[src/rtl/cop0_pkg.sv]
package cop0_pkg;
   localparam int unsigned REG_AW = 5;

   typedef enum logic [1:0] {
      TB_READ  = 2'd0,
      TB_WIDX  = 2'd1,
      TB_WRAND = 2'd2,
      TB_PROBE = 2'd3
   } tb_op_e;

   typedef enum logic [3:0] {
      K_NONE, K_CU, K_RI, K_MF, K_DMF, K_MT, K_DMT, K_ERET, K_WAIT, K_TLB
   } kind_e;

   typedef struct packed {
      kind_e  kind;
      tb_op_e op;
   } dec_t;

   localparam logic [5:0] FN_TLBR  = 6'h01;
   localparam logic [5:0] FN_TLBWI = 6'h02;
   localparam logic [5:0] FN_TLBWR = 6'h06;
   localparam logic [5:0] FN_TLBP  = 6'h08;
   localparam logic [5:0] FN_ERET  = 6'h18;
   localparam logic [5:0] FN_WAIT  = 6'h20;

   localparam logic [3:0] RS_MF  = 4'd0;
   localparam logic [3:0] RS_DMF = 4'd1;
   localparam logic [3:0] RS_CF  = 4'd2;
   localparam logic [3:0] RS_MT  = 4'd4;
   localparam logic [3:0] RS_DMT = 4'd5;
   localparam logic [3:0] RS_CT  = 4'd6;
   localparam logic [3:0] RS_BC  = 4'd8;
endpackage

[src/rtl/cop0_decoder.sv]
module cop0_decoder
   import cop0_pkg::*;
(
   input  logic       kernel_mode,
   input  logic       sr_cu0,
   input  logic       fmt_bit,
   input  logic [3:0] rs_lo,
   input  logic [2:0] rt_hi,
   input  logic [5:0] funct,
   output dec_t       dec
);
   always_comb begin
      dec.kind = K_NONE;
      dec.op   = TB_READ;
      if (!kernel_mode && !sr_cu0) begin
         dec.kind = K_CU;
      end else if (fmt_bit) begin
         case (funct)
            FN_TLBR:  begin dec.kind = K_TLB; dec.op = TB_READ;  end
            FN_TLBWI: begin dec.kind = K_TLB; dec.op = TB_WIDX;  end
            FN_TLBWR: begin dec.kind = K_TLB; dec.op = TB_WRAND; end
            FN_TLBP:  begin dec.kind = K_TLB; dec.op = TB_PROBE; end
            FN_ERET:  dec.kind = K_ERET;
            FN_WAIT:  dec.kind = K_WAIT;
            default:  dec.kind = K_NONE;
         endcase
      end else begin
         case (rs_lo)
            RS_MF:   dec.kind = K_MF;
            RS_DMF:  dec.kind = K_DMF;
            RS_CF:   dec.kind = K_NONE;
            RS_MT:   dec.kind = K_MT;
            RS_DMT:  dec.kind = K_DMT;
            RS_CT:   dec.kind = K_NONE;
            RS_BC:   dec.kind = (rt_hi == 3'd0) ? K_NONE : K_RI;
            default: dec.kind = K_RI;
         endcase
      end
   end
endmodule

[src/rtl/cop0_seq.sv]
module cop0_seq
   import cop0_pkg::*;
#(
   parameter int unsigned IDX_W = 6
) (
   input  logic             clk,
   input  logic             rst_n,
   input  logic             start,
   input  tb_op_e           op_in,
   input  logic [IDX_W-1:0] idx_in,
   input  logic             tb_ack,
   output logic             tb_req,
   output tb_op_e           tb_op,
   output logic [IDX_W-1:0] tb_idx,
   output logic             fire
);
   always_ff @(posedge clk or negedge rst_n) begin
      if (!rst_n) begin
         tb_req <= 1'b0;
         tb_op  <= TB_READ;
         tb_idx <= '0;
      end else if (!tb_req && start) begin
         tb_req <= 1'b1;
         tb_op  <= op_in;
         tb_idx <= idx_in;
      end else if (tb_req && tb_ack) begin
         tb_req <= 1'b0;
      end
   end

   assign fire = tb_req & tb_ack;
endmodule

[src/rtl/cop0_result.sv]
module cop0_result
   import cop0_pkg::*;
#(
   parameter int unsigned XLEN  = 64,
   parameter int unsigned IDX_W = 6
) (
   input  logic              clk,
   input  logic              rst_n,
   input  logic              simple_go,
   input  kind_e             kind,
   input  logic [REG_AW-1:0] rt,
   input  logic [REG_AW-1:0] rd,
   input  logic [XLEN-1:0]   cp0_rdata,
   input  logic [XLEN-1:0]   gpr_rdata,
   input  logic              sr_erl,
   input  logic [XLEN-1:0]   epc_in,
   input  logic [XLEN-1:0]   errorepc_in,
   input  logic              fire,
   input  tb_op_e            fire_op,
   input  logic              tb_hit,
   input  logic [IDX_W-1:0]  tb_hit_idx,
   input  logic [XLEN-1:0]   tb_mask,
   input  logic [XLEN-1:0]   tb_tag,
   input  logic [7:0]        tb_asid,
   input  logic [XLEN-1:0]   tb_lo0,
   input  logic [XLEN-1:0]   tb_lo1,
   output logic              done,
   output logic              gpr_we,
   output logic [REG_AW-1:0] gpr_waddr,
   output logic [XLEN-1:0]   gpr_wdata,
   output logic              cp0_we,
   output logic [REG_AW-1:0] cp0_waddr,
   output logic [XLEN-1:0]   cp0_wdata,
   output logic              pc_redirect,
   output logic [XLEN-1:0]   pc_target,
   output logic              pc_hold,
   output logic              sr_clr_erl,
   output logic              sr_clr_exl,
   output logic              leave_kernel,
   output logic              ll_clear,
   output logic              index_we,
   output logic [31:0]       index_wdata,
   output logic              tlbr_we,
   output logic [XLEN-1:0]   pagemask_wdata,
   output logic [XLEN-1:0]   entryhi_wdata,
   output logic [XLEN-1:0]   entrylo0_wdata,
   output logic [XLEN-1:0]   entrylo1_wdata,
   output logic              exc_cu,
   output logic              exc_ri
);
   localparam int unsigned EXT_W   = XLEN - 32;
   localparam int unsigned HI_LO   = 40;
   localparam int unsigned HI_TOP  = 61;
   localparam int unsigned PM_TOP  = 12;
   localparam logic [31:0] MISS_CODE = 32'h8000_0000;

   logic [XLEN-1:0] hi_keep;
   logic [XLEN-1:0] pm_keep;

   for (genvar b = 0; b < XLEN; b++) begin : g_keep
      assign hi_keep[b] = (b < HI_LO) || (b > HI_TOP);
      assign pm_keep[b] = (b > PM_TOP);
   end

   function automatic logic [XLEN-1:0] sext32(input logic [XLEN-1:0] v);
      return {{EXT_W{v[31]}}, v[31:0]};
   endfunction

   logic [XLEN-1:0] asid_ext;
   assign asid_ext = {{(XLEN-8){1'b0}}, tb_asid};

   always_ff @(posedge clk or negedge rst_n) begin
      if (!rst_n) begin
         done           <= 1'b0;
         gpr_we         <= 1'b0;
         gpr_waddr      <= '0;
         gpr_wdata      <= '0;
         cp0_we         <= 1'b0;
         cp0_waddr      <= '0;
         cp0_wdata      <= '0;
         pc_redirect    <= 1'b0;
         pc_target      <= '0;
         pc_hold        <= 1'b0;
         sr_clr_erl     <= 1'b0;
         sr_clr_exl     <= 1'b0;
         leave_kernel   <= 1'b0;
         ll_clear       <= 1'b0;
         index_we       <= 1'b0;
         index_wdata    <= '0;
         tlbr_we        <= 1'b0;
         pagemask_wdata <= '0;
         entryhi_wdata  <= '0;
         entrylo0_wdata <= '0;
         entrylo1_wdata <= '0;
         exc_cu         <= 1'b0;
         exc_ri         <= 1'b0;
      end else begin
         done         <= simple_go | fire;
         gpr_we       <= 1'b0;
         cp0_we       <= 1'b0;
         pc_redirect  <= 1'b0;
         pc_hold      <= 1'b0;
         sr_clr_erl   <= 1'b0;
         sr_clr_exl   <= 1'b0;
         leave_kernel <= 1'b0;
         ll_clear     <= 1'b0;
         index_we     <= 1'b0;
         tlbr_we      <= 1'b0;
         exc_cu       <= 1'b0;
         exc_ri       <= 1'b0;
         if (simple_go) begin
            case (kind)
               K_CU: exc_cu <= 1'b1;
               K_RI: exc_ri <= 1'b1;
               K_MF: begin
                  gpr_we    <= 1'b1;
                  gpr_waddr <= rt;
                  gpr_wdata <= sext32(cp0_rdata);
               end
               K_DMF: begin
                  gpr_we    <= 1'b1;
                  gpr_waddr <= rt;
                  gpr_wdata <= cp0_rdata;
               end
               K_MT: begin
                  cp0_we    <= 1'b1;
                  cp0_waddr <= rd;
                  cp0_wdata <= sext32(gpr_rdata);
               end
               K_DMT: begin
                  cp0_we    <= 1'b1;
                  cp0_waddr <= rd;
                  cp0_wdata <= gpr_rdata;
               end
               K_ERET: begin
                  pc_redirect  <= 1'b1;
                  pc_target    <= sr_erl ? errorepc_in : epc_in;
                  sr_clr_erl   <= sr_erl;
                  sr_clr_exl   <= ~sr_erl;
                  leave_kernel <= 1'b1;
                  ll_clear     <= 1'b1;
               end
               K_WAIT: pc_hold <= 1'b1;
               default: ;
            endcase
         end
         if (fire) begin
            case (fire_op)
               TB_READ: begin
                  tlbr_we        <= 1'b1;
                  pagemask_wdata <= ~tb_mask & pm_keep;
                  entryhi_wdata  <= (tb_tag | asid_ext) & hi_keep;
                  entrylo0_wdata <= tb_lo0;
                  entrylo1_wdata <= tb_lo1;
               end
               TB_PROBE: begin
                  index_we    <= 1'b1;
                  index_wdata <= tb_hit ? {{(32-IDX_W){1'b0}}, tb_hit_idx} : MISS_CODE;
               end
               default: ;
            endcase
         end
      end
   end
endmodule

[src/rtl/cop0_exec_unit.sv]
module cop0_exec_unit
   import cop0_pkg::*;
#(
   parameter int unsigned XLEN  = 64,
   parameter int unsigned IDX_W = 6
) (
   input  logic              clk,
   input  logic              rst_n,
   input  logic              instr_valid,
   input  logic [31:0]       instr,
   input  logic              kernel_mode,
   input  logic              sr_cu0,
   input  logic              sr_erl,
   input  logic [XLEN-1:0]   epc_in,
   input  logic [XLEN-1:0]   errorepc_in,
   input  logic [IDX_W-1:0]  index_sel,
   input  logic [IDX_W-1:0]  random_in,
   output logic [4:0]        cp0_raddr,
   input  logic [XLEN-1:0]   cp0_rdata,
   output logic [4:0]        gpr_raddr,
   input  logic [XLEN-1:0]   gpr_rdata,
   output logic              busy,
   output logic              done,
   output logic              gpr_we,
   output logic [4:0]        gpr_waddr,
   output logic [XLEN-1:0]   gpr_wdata,
   output logic              cp0_we,
   output logic [4:0]        cp0_waddr,
   output logic [XLEN-1:0]   cp0_wdata,
   output logic              pc_redirect,
   output logic [XLEN-1:0]   pc_target,
   output logic              pc_hold,
   output logic              sr_clr_erl,
   output logic              sr_clr_exl,
   output logic              leave_kernel,
   output logic              ll_clear,
   output logic              index_we,
   output logic [31:0]       index_wdata,
   output logic              tlbr_we,
   output logic [XLEN-1:0]   pagemask_wdata,
   output logic [XLEN-1:0]   entryhi_wdata,
   output logic [XLEN-1:0]   entrylo0_wdata,
   output logic [XLEN-1:0]   entrylo1_wdata,
   output logic              exc_cu,
   output logic              exc_ri,
   output logic              tb_req,
   output logic [1:0]        tb_op,
   output logic [IDX_W-1:0]  tb_idx,
   input  logic              tb_ack,
   input  logic              tb_hit,
   input  logic [IDX_W-1:0]  tb_hit_idx,
   input  logic [XLEN-1:0]   tb_mask,
   input  logic [XLEN-1:0]   tb_tag,
   input  logic [7:0]        tb_asid,
   input  logic [XLEN-1:0]   tb_lo0,
   input  logic [XLEN-1:0]   tb_lo1
);
   if (XLEN < 64) begin : g_bad_xlen
      $error("cop0_exec_unit: XLEN must be at least 64");
   end
   if (IDX_W < 1 || IDX_W > 31) begin : g_bad_idx
      $error("cop0_exec_unit: IDX_W must lie in 1..31");
   end

   dec_t              dec;
   logic              accept;
   logic              simple_go;
   logic              tlb_start;
   logic [IDX_W-1:0]  idx_pick;
   logic              fire;
   tb_op_e            op_q;
   logic              unused_fields;

   assign unused_fields = ^{instr[31:26], instr[10:6]};
   assign cp0_raddr = instr[15:11];
   assign gpr_raddr = instr[20:16];

   cop0_decoder u_dec (
      .kernel_mode (kernel_mode),
      .sr_cu0      (sr_cu0),
      .fmt_bit     (instr[25]),
      .rs_lo       (instr[24:21]),
      .rt_hi       (instr[20:18]),
      .funct       (instr[5:0]),
      .dec         (dec)
   );

   assign accept    = instr_valid & ~tb_req;
   assign tlb_start = accept & (dec.kind == K_TLB);
   assign simple_go = accept & (dec.kind != K_TLB);
   assign busy      = tb_req;

   always_comb begin
      case (dec.op)
         TB_WRAND: idx_pick = random_in;
         TB_PROBE: idx_pick = '0;
         default:  idx_pick = index_sel;
      endcase
   end

   cop0_seq #(.IDX_W(IDX_W)) u_seq (
      .clk    (clk),
      .rst_n  (rst_n),
      .start  (tlb_start),
      .op_in  (dec.op),
      .idx_in (idx_pick),
      .tb_ack (tb_ack),
      .tb_req (tb_req),
      .tb_op  (op_q),
      .tb_idx (tb_idx),
      .fire   (fire)
   );

   assign tb_op = op_q;

   cop0_result #(.XLEN(XLEN), .IDX_W(IDX_W)) u_res (
      .clk            (clk),
      .rst_n          (rst_n),
      .simple_go      (simple_go),
      .kind           (dec.kind),
      .rt             (instr[20:16]),
      .rd             (instr[15:11]),
      .cp0_rdata      (cp0_rdata),
      .gpr_rdata      (gpr_rdata),
      .sr_erl         (sr_erl),
      .epc_in         (epc_in),
      .errorepc_in    (errorepc_in),
      .fire           (fire),
      .fire_op        (op_q),
      .tb_hit         (tb_hit),
      .tb_hit_idx     (tb_hit_idx),
      .tb_mask        (tb_mask),
      .tb_tag         (tb_tag),
      .tb_asid        (tb_asid),
      .tb_lo0         (tb_lo0),
      .tb_lo1         (tb_lo1),
      .done           (done),
      .gpr_we         (gpr_we),
      .gpr_waddr      (gpr_waddr),
      .gpr_wdata      (gpr_wdata),
      .cp0_we         (cp0_we),
      .cp0_waddr      (cp0_waddr),
      .cp0_wdata      (cp0_wdata),
      .pc_redirect    (pc_redirect),
      .pc_target      (pc_target),
      .pc_hold        (pc_hold),
      .sr_clr_erl     (sr_clr_erl),
      .sr_clr_exl     (sr_clr_exl),
      .leave_kernel   (leave_kernel),
      .ll_clear       (ll_clear),
      .index_we       (index_we),
      .index_wdata    (index_wdata),
      .tlbr_we        (tlbr_we),
      .pagemask_wdata (pagemask_wdata),
      .entryhi_wdata  (entryhi_wdata),
      .entrylo0_wdata (entrylo0_wdata),
      .entrylo1_wdata (entrylo1_wdata),
      .exc_cu         (exc_cu),
      .exc_ri         (exc_ri)
   );
endmodule

[config.mk]
export PLATFORM = sky130hd
export DESIGN_NAME = cop0_exec_unit
export DESIGN_NICKNAME = d
export VERILOG_FILES = /design/src/rtl/cop0_pkg.sv /design/src/rtl/cop0_decoder.sv /design/src/rtl/cop0_seq.sv /design/src/rtl/cop0_result.sv /design/src/rtl/cop0_exec_unit.sv
export SDC_FILE = /design/constraint.sdc
export NUM_CORES = 1
export LEC_CHECK = 0
export ABC_AREA = 1
export BUFFER_PORTS_ARGS = -buffer_cell sky130_fd_sc_hd__buf_4
export CORE_AREA = 2 2 431 433
export CTS_BUF_LIST = sky130_fd_sc_hd__clkbuf_8
export CTS_CLUSTER_SIZE = 8
export DETAILED_ROUTE_END_ITERATION = 7
export DIE_AREA = 0 0 433 435
export REMOVE_ABC_BUFFERS = 1
export SETUP_SLACK_MARGIN = 0.4
export SYNTH_ARGS = -nofsm -noshare
export SYNTH_HDL_FRONTEND = slang
export SYNTH_SLANG_ARGS = --single-unit
[constraint.sdc]
create_clock -name clk -period 3.4 [get_ports clk]
set_clock_uncertainty 0.15 [all_clocks]
set_input_delay 0.17 -clock clk [delete_from_list [all_inputs] [get_ports clk]]
set_output_delay 0.17 -clock clk [all_outputs]
set_load 0.01 [all_outputs]
==> results.cfg, run 1 <==
[detailed_routing]
wl_mm = 155.0
drtIter0Drc = 1706
ant_nets = 0
route.detailed.drc = 0
drt_pre_antenna_iters = 5
avgViaCountPerCell = 3.633
vias = 25410
wl_per_cell_um = 22.16

[cts]
htree_levels = 3
clk_pin_slew_worst_paths_ns = 0.05
clockRootBuffer = clkbuf_8
clk_latency_ns = 0.84
cts_max_path_buffers = 3
cts_made_buffers = 97
cts.sinks = 450
cts_tree = built

[critical_path]
slowest_delay_ns = 0.63
slowest_stage = dlygate4sd3_1
cp_common_cell = dlygate4sd3_1
cp-end-kind = flop
crit_buf_inv = 7
critPathTopFamily = buffers and inverters
crit_arrival_ns = 3.69
path_max_fanout = 8
path_cells = buf_4 > inv_1 > dlygate4sd3_1 > nor2_4 > nand2_1 > a21oi_2 > buf_6 > nand3_1 > dlygate4sd3_1 > o21ai_0 > dlygate4sd3_1 > nand2_1 > dlygate4sd3_1 > nand2_1
crit_type = in2reg
crit_required_ns = 4.02
crit_path_start_kind = input port

[global_routing]
grt_first_pass_wirelength_mm = 207.4
grt_max_degree = 150
grt-ovfl-total = 0
antenna_found_initial = 121
grtUsageTotal_pct = 15.87
grt_pass1_vias = 26160

[floorplanning]
start_util_pct = 10.47
core.rowCount = 158
coreArea_um2 = 184000
die_w_um = 433
dieArea_um2 = 188400
fp.dieH_um = 435
ioPinCount = 1101

[timing]
max_slew_margin_pct = 26.22
worst_slack_ns = 0.3318
finalSetupViolCount = 0
min_period_over_period_pct = 90.24
rsz0062_at_grt = true
slew_viol_final = 0
tightest_slew_ns = 1.107
hold_viol_final = 0
min_period_ns = 3.068
fmax_ghz = 0.3259

[pwr]
seqPwrFrac_pct = 36.4
p_int_mw = 11.99
power_density_nw_per_um2 = 426.9
clkPwrFrac_pct = 35.7
max-vdd-ir-drop_mv = 0.3042
p_leak_nw = 21.22
swShare_pct = 33.46
switchingPower_mw = 6.029
p_comb_share_pct = 27.9

[placement]
gp_congestion = 0.9252
hpwl_mm = 114.5
port_buffers = 994
pre_cts_ws_ns = 0.1853
dpl_cell_area_um2 = 29370

[synth]
yosys_register_bits = 450
ys_types = 31
yosys_warnings = 0
syn_area_um2 = 19270
avgSynthCellArea_um2 = 8.206
ys_seq_area_share_pct = 58.42
syn_inst = 2349

[finish]
seq_area_um2 = 11260
area_growth_pct = 118.9
drive_gt1_share_pct = 27.36
fillers = 19700
layout.nets = 4976
final_cell_area_um2 = 42200
multi_input_area_um2 = 6979

[min_path]
hp-class = in2reg

[outcome]
status = complete, no violations

[flow_run]
max_cap_violations = 0
==> placed cells by master, fill, tap and decap left out, types with 2 or more instances in the layout <==
master,netlist,layout
clkinv_2,0,13
nor2_4,1,4
nor2_2,4,4
nand2_2,15,13
inv_2,6,6
inv_8,0,3
dlygate4sd3_1,0,1059
dfrtp_1,450,450
diode_2,0,48
o21ai_0,68,68
nand3_1,115,115
nand2_4,3,6
a21oi_1,4,2
a22o_1,6,6
buf_6,3,4
inv_1,26,50
clkbuf_8,0,119
nand4_1,34,34
nor3_1,2,2
buf_4,88,1020
buf_12,0,11
conb_1,1,60
nand2_1,1379,1378
buf_8,1,2
nor2_1,18,16
bufinv_16,0,4
inv_4,1,2
==> metrics by stage <==
step | util (%) | cells | total power [mW] | setup TNS [ns] | hold slack [ns]
2_1_floorplan | - | 2200 | 7.706 | -2075.33 | -0.2756
5_1_grt | 22.91 | 6980 | 18.98 | 0 | 0.02724
3_3_place_gp | 15.96 | 5713 | 10.57 | 0 | 0.05242
6_report | 22.93 | 6995 | 18.02 | 0 | 0.07420
4_1_cts | 22.82 | 6941 | 18.30 | 0 | 0.0009575
3_5_place_dp | 15.96 | 5713 | 10.61 | 0 | 0.05162
==> Yosys cell counts <==
master | number | area share [%]
nand2_2 | 15 | 0.49
nand2_1 | 1379 | 27
nor2_1 | 18 | 0.35
buf_1 | 4 | 0.078
nand3_2 | 1 | 0.052
nand3_1 | 115 | 3.0
conb_1 | 1 | 0.019
buf_2 | 40 | 1.0
o31ai_1 | 1 | 0.039
a22o_1 | 6 | 0.27
inv_2 | 6 | 0.12
nand2_4 | 3 | 0.18
dfrtp_1 | 450 | 58
nand3_4 | 1 | 0.091
o21ai_0 | 68 | 1.8
buf_8 | 1 | 0.078
nor2_4 | 1 | 0.058
inv_4 | 1 | 0.032
a21oi_1 | 4 | 0.10
or2_0 | 1 | 0.032
inv_1 | 26 | 0.51
clkbuf_1 | 72 | 1.4
buf_6 | 3 | 0.18
a22oi_1 | 1 | 0.039
nor3_1 | 2 | 0.052
a31oi_1 | 1 | 0.032
buf_4 | 88 | 3.4
nor2_2 | 4 | 0.13
o21ai_1 | 1 | 0.026
nor3_2 | 1 | 0.052
nand4_1 | 34 | 1.1
==> power groups by stage <==
| stage | Combinational [mW] | Clock, mW | Sequential (mW) |
|---|---|---|---|
| finish | 5.02 | 6.43 | 6.56 |
| global placement | 3.98 | 0 | 6.60 |
| CTS | 5.03 | 6.73 | 6.54 |
| floorplan | 0.805 | 0 | 6.90 |
| detailed placement | 4.00 | 0 | 6.61 |
| global route | 5.39 | 6.95 | 6.64 |
==> flip-flops by register name (all words and copies together), names as in the netlist, 2 cells and up <==
| name | cells |
|---|---|
| u_seq.tb_op | 2 |
| u_res.entrylo0_wdata | 64 |
| u_res.cp0_waddr | 5 |
| u_res.gpr_waddr | 5 |
| u_res.entrylo1_wdata | 64 |
| u_seq.tb_idx | 6 |
| u_res.gpr_wdata | 64 |
| u_res.entryhi_wdata | 42 |
| u_res.cp0_wdata | 64 |
| u_res.pc_target | 64 |
| u_res.pagemask_wdata | 51 |
| u_res.index_wdata | 7 |
==> worst register-to-register path, delay by kind of cell (launching register included) <==
kind,cells,cell delay [ns]
buf+inv,2,1.17
flops,1,0.41
simple gates,3,0.78
compound gates,1,0.24
==> cell families after synthesis <==
| family | after synthesis | share of synthesized area, % |
|---|---|---|
| other | 1 | 0.01946 |
| AO/OA/AOI/OAI | 82 | 2.279 |
| flip-flops | 450 | 58.42 |
| AND/OR/NAND/NOR | 1575 | 32.42 |
| buffers and inverters | 241 | 6.855 |
==> per-layer routing <==
layer	vias up	share of wire, %	GRT usage, %	wire, µm
met5	-	0.33	0	505
met4	76	6.3	9.108	9742
met3	494	10	6.435	15850
met2	1302	45	25.19	69960
met1	12230	38	17.91	58930
li1	11310	-	-	-
==> area by class of cell <==
type | instances | area share (%)
antenna | 48 | 0.2847
clock buffer | 119 | 3.881
clock inverter | 49 | 0.8391
inverter | 33 | 0.3232
multi-input combinational | 1718 | 16.54
sequential | 450 | 26.69
tap | 2480 | 7.354
timing repair buffer | 2098 | 44.09
==> final timing paths <==
path	start	endpoint	slack, ns	depth (start not counted)
worst max-delay path	instr[25]	u_seq.tb_idx[1]	0.33	14
worst min-delay path	tb_lo1[28]	u_res.entrylo1_wdata[28]	0.07	4
worst max register to register	u_seq.tb_req	u_res.entryhi_wdata[2]	0.57	6
worst min register to register	u_res.entrylo1_wdata[5]	u_res.entrylo1_wdata[5]	0.32	2
max in group asynchronous	rst_n	u_res.cp0_wdata[29]	2.10	4
min in group asynchronous	rst_n	u_res.entrylo0_wdata[7]	0.50	4
==> repair_timing <==
| action | CTS | global route |
|---|---|---|
| gates resized for setup | 0 | 12 |
| endpoints found under the hold margin | 899 | 0 |
| setup buffers | 0 | 4 |
| endpoints found under the setup margin | 0 | 58 |
| hold buffers | 1060 | 0 |
No activity file was read; power rests on OpenSTA's default activity.
==> run 2, diff against run 1 <==
Settings changed: PLACE_DENSITY set to 0.32.
==> run 2 against run 1 <==
Global-route usage is 2.6 points lower. Wire length is 17% lower. Cell area is 0.80% lower. Sequential cell count stayed put. Final cell count is 0.71% lower. Sequential power is 0.6% lower. Maximum frequency is 4.1% higher. Non-clock buffer count is 15 lower. Sequential share of layout area is 0.21 points higher.
==> results.cfg, run 2 (synthesis gave the netlist of run 1 again) <==
[finish]
area_growth_pct = 117.2
finish.utilization_pct = 22.74
final_cell_area_um2 = 41860
mostFrequentLayoutCell = nand2_1
final_cell_mix = 1379 x nand2_1, 1043 x buf_4, 1016 x dlygate4sd3_1
layout.nets = 4960
drive_gt1_share_pct = 27.79

[min_path]
hold_end = u_res.cp0_wdata[36]
hp-start = instr[25]
hp-class = in2reg
hold_depth = 8

[placement]
dpl_cell_area_um2 = 29700
gp_congestion = 0.8350
port_buffers = 994
hpwl_mm = 96.13

[timing]
min_period_ns = 2.946
holdWs_ns = 0.07393
hold_viol_final = 0
tightest_slew_ns = 0.7619
fmax_ghz = 0.3394
slew_viol_final = 0
finalSetupViolCount = 0
min_period_over_period_pct = 86.66
rsz0062_at_grt = true
max_slew_margin_pct = 49.20

[detailed_routing]
wl_mm = 127.9
drt_pre_antenna_iters = 7
wl_per_cell_um = 18.41
vias = 23280
avgViaCountPerCell = 3.352
drtIter0Drc = 1185
ant_nets = 0
route.detailed.drc = 0

[pwr]
power_density_nw_per_um2 = 409.2
p_leak_nw = 21.27
max-vdd-ir-drop_mv = 0.2425
power_mw = 17.13

[global_routing]
grtUsageTotal_pct = 13.28
grt_first_pass_wirelength_mm = 179.1
antenna_found_initial = 35
grt_pass1_vias = 24420
grt_max_degree = 81
grt-ovfl-total = 0

[cts]
clk_latency_ns = 0.83
htree_levels = 3
cts.sinks = 450
clockRootBuffer = clkbuf_8
cts_made_buffers = 97
cts_tree = built
cts_max_path_buffers = 3
clk_pin_slew_worst_paths_ns = 0.05

[critical_path]
crit_required_ns = 3.94
r2r_start = u_seq.tb_req
r2r_end = u_res.entryhi_wdata[0]
worstRegToRegCells = 7
path_max_fanout = 45
crit_arrival_ns = 3.49
crit_type = in2reg
cp-end-kind = flop
rrSetupSlack_ns = 0.58
crit_path_start_kind = input port

[floorplanning]
start_util_pct = 10.47
coreArea_um2 = 184000
core.rowCount = 158
die_w_um = 433
ioPinCount = 1101
dieArea_um2 = 188400
fp.dieH_um = 435

[outcome]
status = complete, no violations

[flow_run]
max_cap_violations = 0
==> run 2: cell types whose count changed in the layout (fill, tap and decap cells not counted), sizes merged <==
cell / delta
bufinv: -3
clkinvlp: -1
clkinv: -4
buf: +29
inv: +4
nor2: -1
dlygate4sd3: -43
diode: -30
clkbuf: -1
==> run 2: routing by layer <==
layer / track usage [%] / routed length [µm] / up-vias
li1: - / - / 11250
met5: 0 / 115 / -
met2: 23.35 / 64730 / 632
met4: 4.354 / 3678 / 20
met1: 15.79 / 52790 / 11210
met3: 3.008 / 6563 / 175
==> run 2: metrics by stage <==
stage               setup slack (ns)  setup TNS (ns)  std cells
floorplan                     -9.303        -2075.33       2200
global placement              0.2457               0       5743
detailed placement            0.3004               0       5743
CTS                           0.4269               0       6924
global route                  0.3812               0       6941
finish                        0.4536               0       6945
==> run 2: final cells by class <==
class                      instances  area [µm²]
antenna                           18       45.04
tap                             2480        3103
inverter                          33       135.1
multi-input combinational       1717        6963
clock buffer                     119        1638
sequential                       450       11260
timing repair buffer            2083       18480
clock inverter                    45       232.7
fill                           20610      142200
==> run 2: how the worst max path moves through the flow <==
stage | end | from | slack, ns
floorplan | u_res.pagemask_wdata[13] | u_seq.tb_req | -9.30
global placement | u_res.pc_target[48] | instr[1] | 0.25
detailed placement | u_res.pc_target[48] | instr[1] | 0.30
CTS | u_res.pc_target[19] | instr[3] | 0.43
global route | u_res.cp0_wdata[56] | instr[3] | 0.38
finish | u_res.pc_target[50] | sr_erl | 0.45
==> run 2: repair_timing <==
item | CTS | global route
gates resized for setup | 0 | 3
setup endpoints to repair | 0 | 57
hold buffers | 1017 | 0
endpoints found under the hold margin | 898 | 0
buffers inserted | 0 | 3
==> run 2: worst max-delay path, stage by stage <==
cell	delay, ns
dlygate4sd3_1	0.52
buf_4	0.12
clkinv_2	0.57
nand2_1	0.22
dlygate4sd3_1	0.57
nand2_1	0.05
dlygate4sd3_1	0.56
nand2_1	0.07
dlygate4sd3_1	0.55
nand2_1	0.06
==> run 2: power by group <==
group | internal, mW | switching, mW
logic | 2.44 | 2.18
registers | 6.09 | 0.433
clock network | 3.20 | 2.80
==> run 3, diff against run 2 <==
Settings changed: CORE_AREA 2 2 431 433 to 2 2 429 431, CTS_CLUSTER_SIZE 8 to 25, DIE_AREA 0 0 433 435 to 0 0 431 433, SYNTH_HIERARCHICAL set to 1.
==> run 3 against run 2 <==
Global-route usage is 0.15 points higher. Maximum frequency is 0.89% higher. Via count is 0.21% higher. Clock-buffer cell count is 5 higher. Sequential share of layout area is 0.27 points lower. Area after synthesis is 1.2% lower. Largest power group unchanged.
==> results.cfg, run 3 <==
[outcome]
status = complete, no violations

[finish]
drive_gt1_share_pct = 26.97
area_growth_pct = 122.1
fillers = 20280
mostFrequentLayoutCell = nand2_1
layout.nets = 5026
final_cell_mix = 1493 x nand2_1, 1077 x dlygate4sd3_1, 1017 x buf_4
finish.utilization_pct = 23.22

[detailed_routing]
vias = 23330
drt_pre_antenna_iters = 4
wl_mm = 130.5
avgViaCountPerCell = 3.369
ant_nets = 0
wl_per_cell_um = 18.86
route.detailed.drc = 0
drtIter0Drc = 993

[critical_path]
crit_start = sr_erl
crit_end = u_res/pc_target[44]
crit_required_ns = 4.00
path_cells = dlygate4sd3_1 > buf_4 > inv_2 > buf_12 > nand2_1 > dlygate4sd3_1 > nand2_1 > dlygate4sd3_1 > nand2_1 > dlygate4sd3_1 > nand2_1
crit_path_start_kind = input port
r2r_start = u_seq/tb_req
path_max_fanout = 62
slowest_delay_ns = 0.58
crit_type = in2reg
r2r_end = u_res/entryhi_wdata[4]
crit_arrival_ns = 3.52
cp-end-kind = flop
slowest_stage = dlygate4sd3_1
worstRegToRegCells = 8
rrSetupSlack_ns = 0.59

[timing]
max_slew_margin_pct = 54.29
setup_tns_ns = 0
fmax_ghz = 0.3424
hold_viol_final = 0
slew_viol_final = 0
min_period_ns = 2.921
finalSetupViolCount = 0
rsz0062_at_grt = true
min_period_over_period_pct = 85.90
tightest_slew_ns = 0.6857

[global_routing]
grt_pass1_vias = 24440
grt-busiest-layer = met2
grt-ovfl-total = 0
grtUsageTotal_pct = 13.43
grtUsageMet1_pct = 15.90
antenna_found_initial = 38
grt_max_degree = 111
use_met2_pct = 23.69
grt_first_pass_wirelength_mm = 179.7
use_met3_pct = 3.021

[synth]
synth_most_common_cell = nand2_1
yosys_register_bits = 450
ys.flop_type = dfrtp_1
ys_types = 25
post-synth-top-area-cell = dfrtp_1
ys_seq_area_share_pct = 59.15
syn_inst = 2363
synth_top_area_share_pct = 59.15
synth.area.top_cells = dfrtp_1 59%, nand2_1 30%, buf_4 2.9%
syn_area_um2 = 19040
avgSynthCellArea_um2 = 8.057
yosys_warnings = 6
yosys-top-cells-count = 1497 x nand2_1, 450 x dfrtp_1, 83 x nand3_1
synth_edf_count = 0
async_flop_share_pct = 100.0

[flow_run]
max_cap_violations = 0

[cts]
htree_levels = 3
clk_latency_ns = 0.80
clk_pin_slew_worst_paths_ns = 0.06
cts_made_buffers = 101
cts_max_path_buffers = 3
cts_tree = built
cts.sinks = 450
clockRootBuffer = clkbuf_8

[floorplanning]
dieArea_um2 = 186600
start_util_pct = 10.45
fp.dieH_um = 433
ioPinCount = 1101
coreArea_um2 = 182100
core.rowCount = 157
die_w_um = 431

[placement]
port_buffers = 994
hpwl_mm = 97.57
gp_congestion = 0.8071

[min_path]
hp-class = in2reg
hold_depth = 6

[pwr]
power_density_nw_per_um2 = 483.2
max-vdd-ir-drop_mv = 0.2459
p_leak_nw = 21.34
-- run 3: cell types whose count changed after synthesis, sizes merged, moves of 3 or more --
cell / change
nand2: +101
nand4: -34
nand3: -33
clkbuf: -8
nor2: +8
o21ai: -7
a22o: -6
inv: -4
buf: -3
-- run 3: layout make-up --
cell class	count	area [µm²]	share of cell area, %
clock inverters	55	376.6	0.8907
well taps	2385	2984	7.058
flip-flops and latches	450	11260	26.63
inverters	29	116.4	0.2752
repair buffers	2120	18930	44.77
diodes	14	35.03	0.08286
clock buffers	124	1707	4.036
multi-input cells	1746	6872	16.25
-- run 3: critical path, delay by kind of cell --
kind,cells,cell delay [ns]
buffers and inverters,7,3.02
AND/OR/NAND/NOR,4,0.27
-- run 3: per-layer routing --
metal | up-vias | part of all wire [%]
li1 | 11270 | -
met1 | 11260 | 41
met2 | 591 | 51
met3 | 185 | 4.9
met4 | 14 | 3.0
met5 | - | 0.067
-- run 3: kinds of logic after synthesis --
group	synth area share (%)
xor gates and xnor gates	0.04601
buffers and inverters	6.237
AOI/OAI and AO/OA	1.768
and+or+nand+nor	32.78
other	0.01970
DFF	59.15
-- run 3: worst min-delay path by stage --
stage	start	endpoint
5_1_grt	gpr_rdata[33]	u_res/cp0_wdata[33]
4_1_cts	cp0_rdata[37]	u_res/gpr_wdata[37]
2_1_floorplan	rst_n	u_res/cp0_waddr[0]
6_report	cp0_rdata[52]	u_res/gpr_wdata[52]
3_5_place_dp	rst_n	u_res/entrylo1_wdata[25]
3_3_place_gp	rst_n	u_res/entrylo1_wdata[25]
-- run 3: stage by stage --
stage | std cells | hold WS, ns | power, mW | worst slack [ns] | instance area (µm²)
floorplan | 2225 | -0.2756 | 9.047 | -3.749 | 18180
global placement | 5649 | 0.1667 | 13.08 | 0.5103 | 29260
detailed placement | 5649 | 0.1573 | 13.10 | 0.5255 | 29260
CTS | 6906 | 0.0003691 | 21.00 | 0.4833 | 42150
global route | 6921 | 0.04821 | 21.71 | 0.3935 | 42280
finish | 6923 | 0.1243 | 20.43 | 0.4795 | 42280
-- run 3: timing repair --
item,4_1_cts,5_1_grt
setup endpoints to repair,0,72
buffers inserted,0,1
gates resized for setup,0,8
hold buffers,1078,0
hold endpoints to repair,899,0
-- run 3: power breakdown --
group	total, mW	switching (mW)	internal (mW)
Combinational	6.53	3.23	3.30
Clock	6.53	3.00	3.53
Sequential	7.36	0.761	6.60
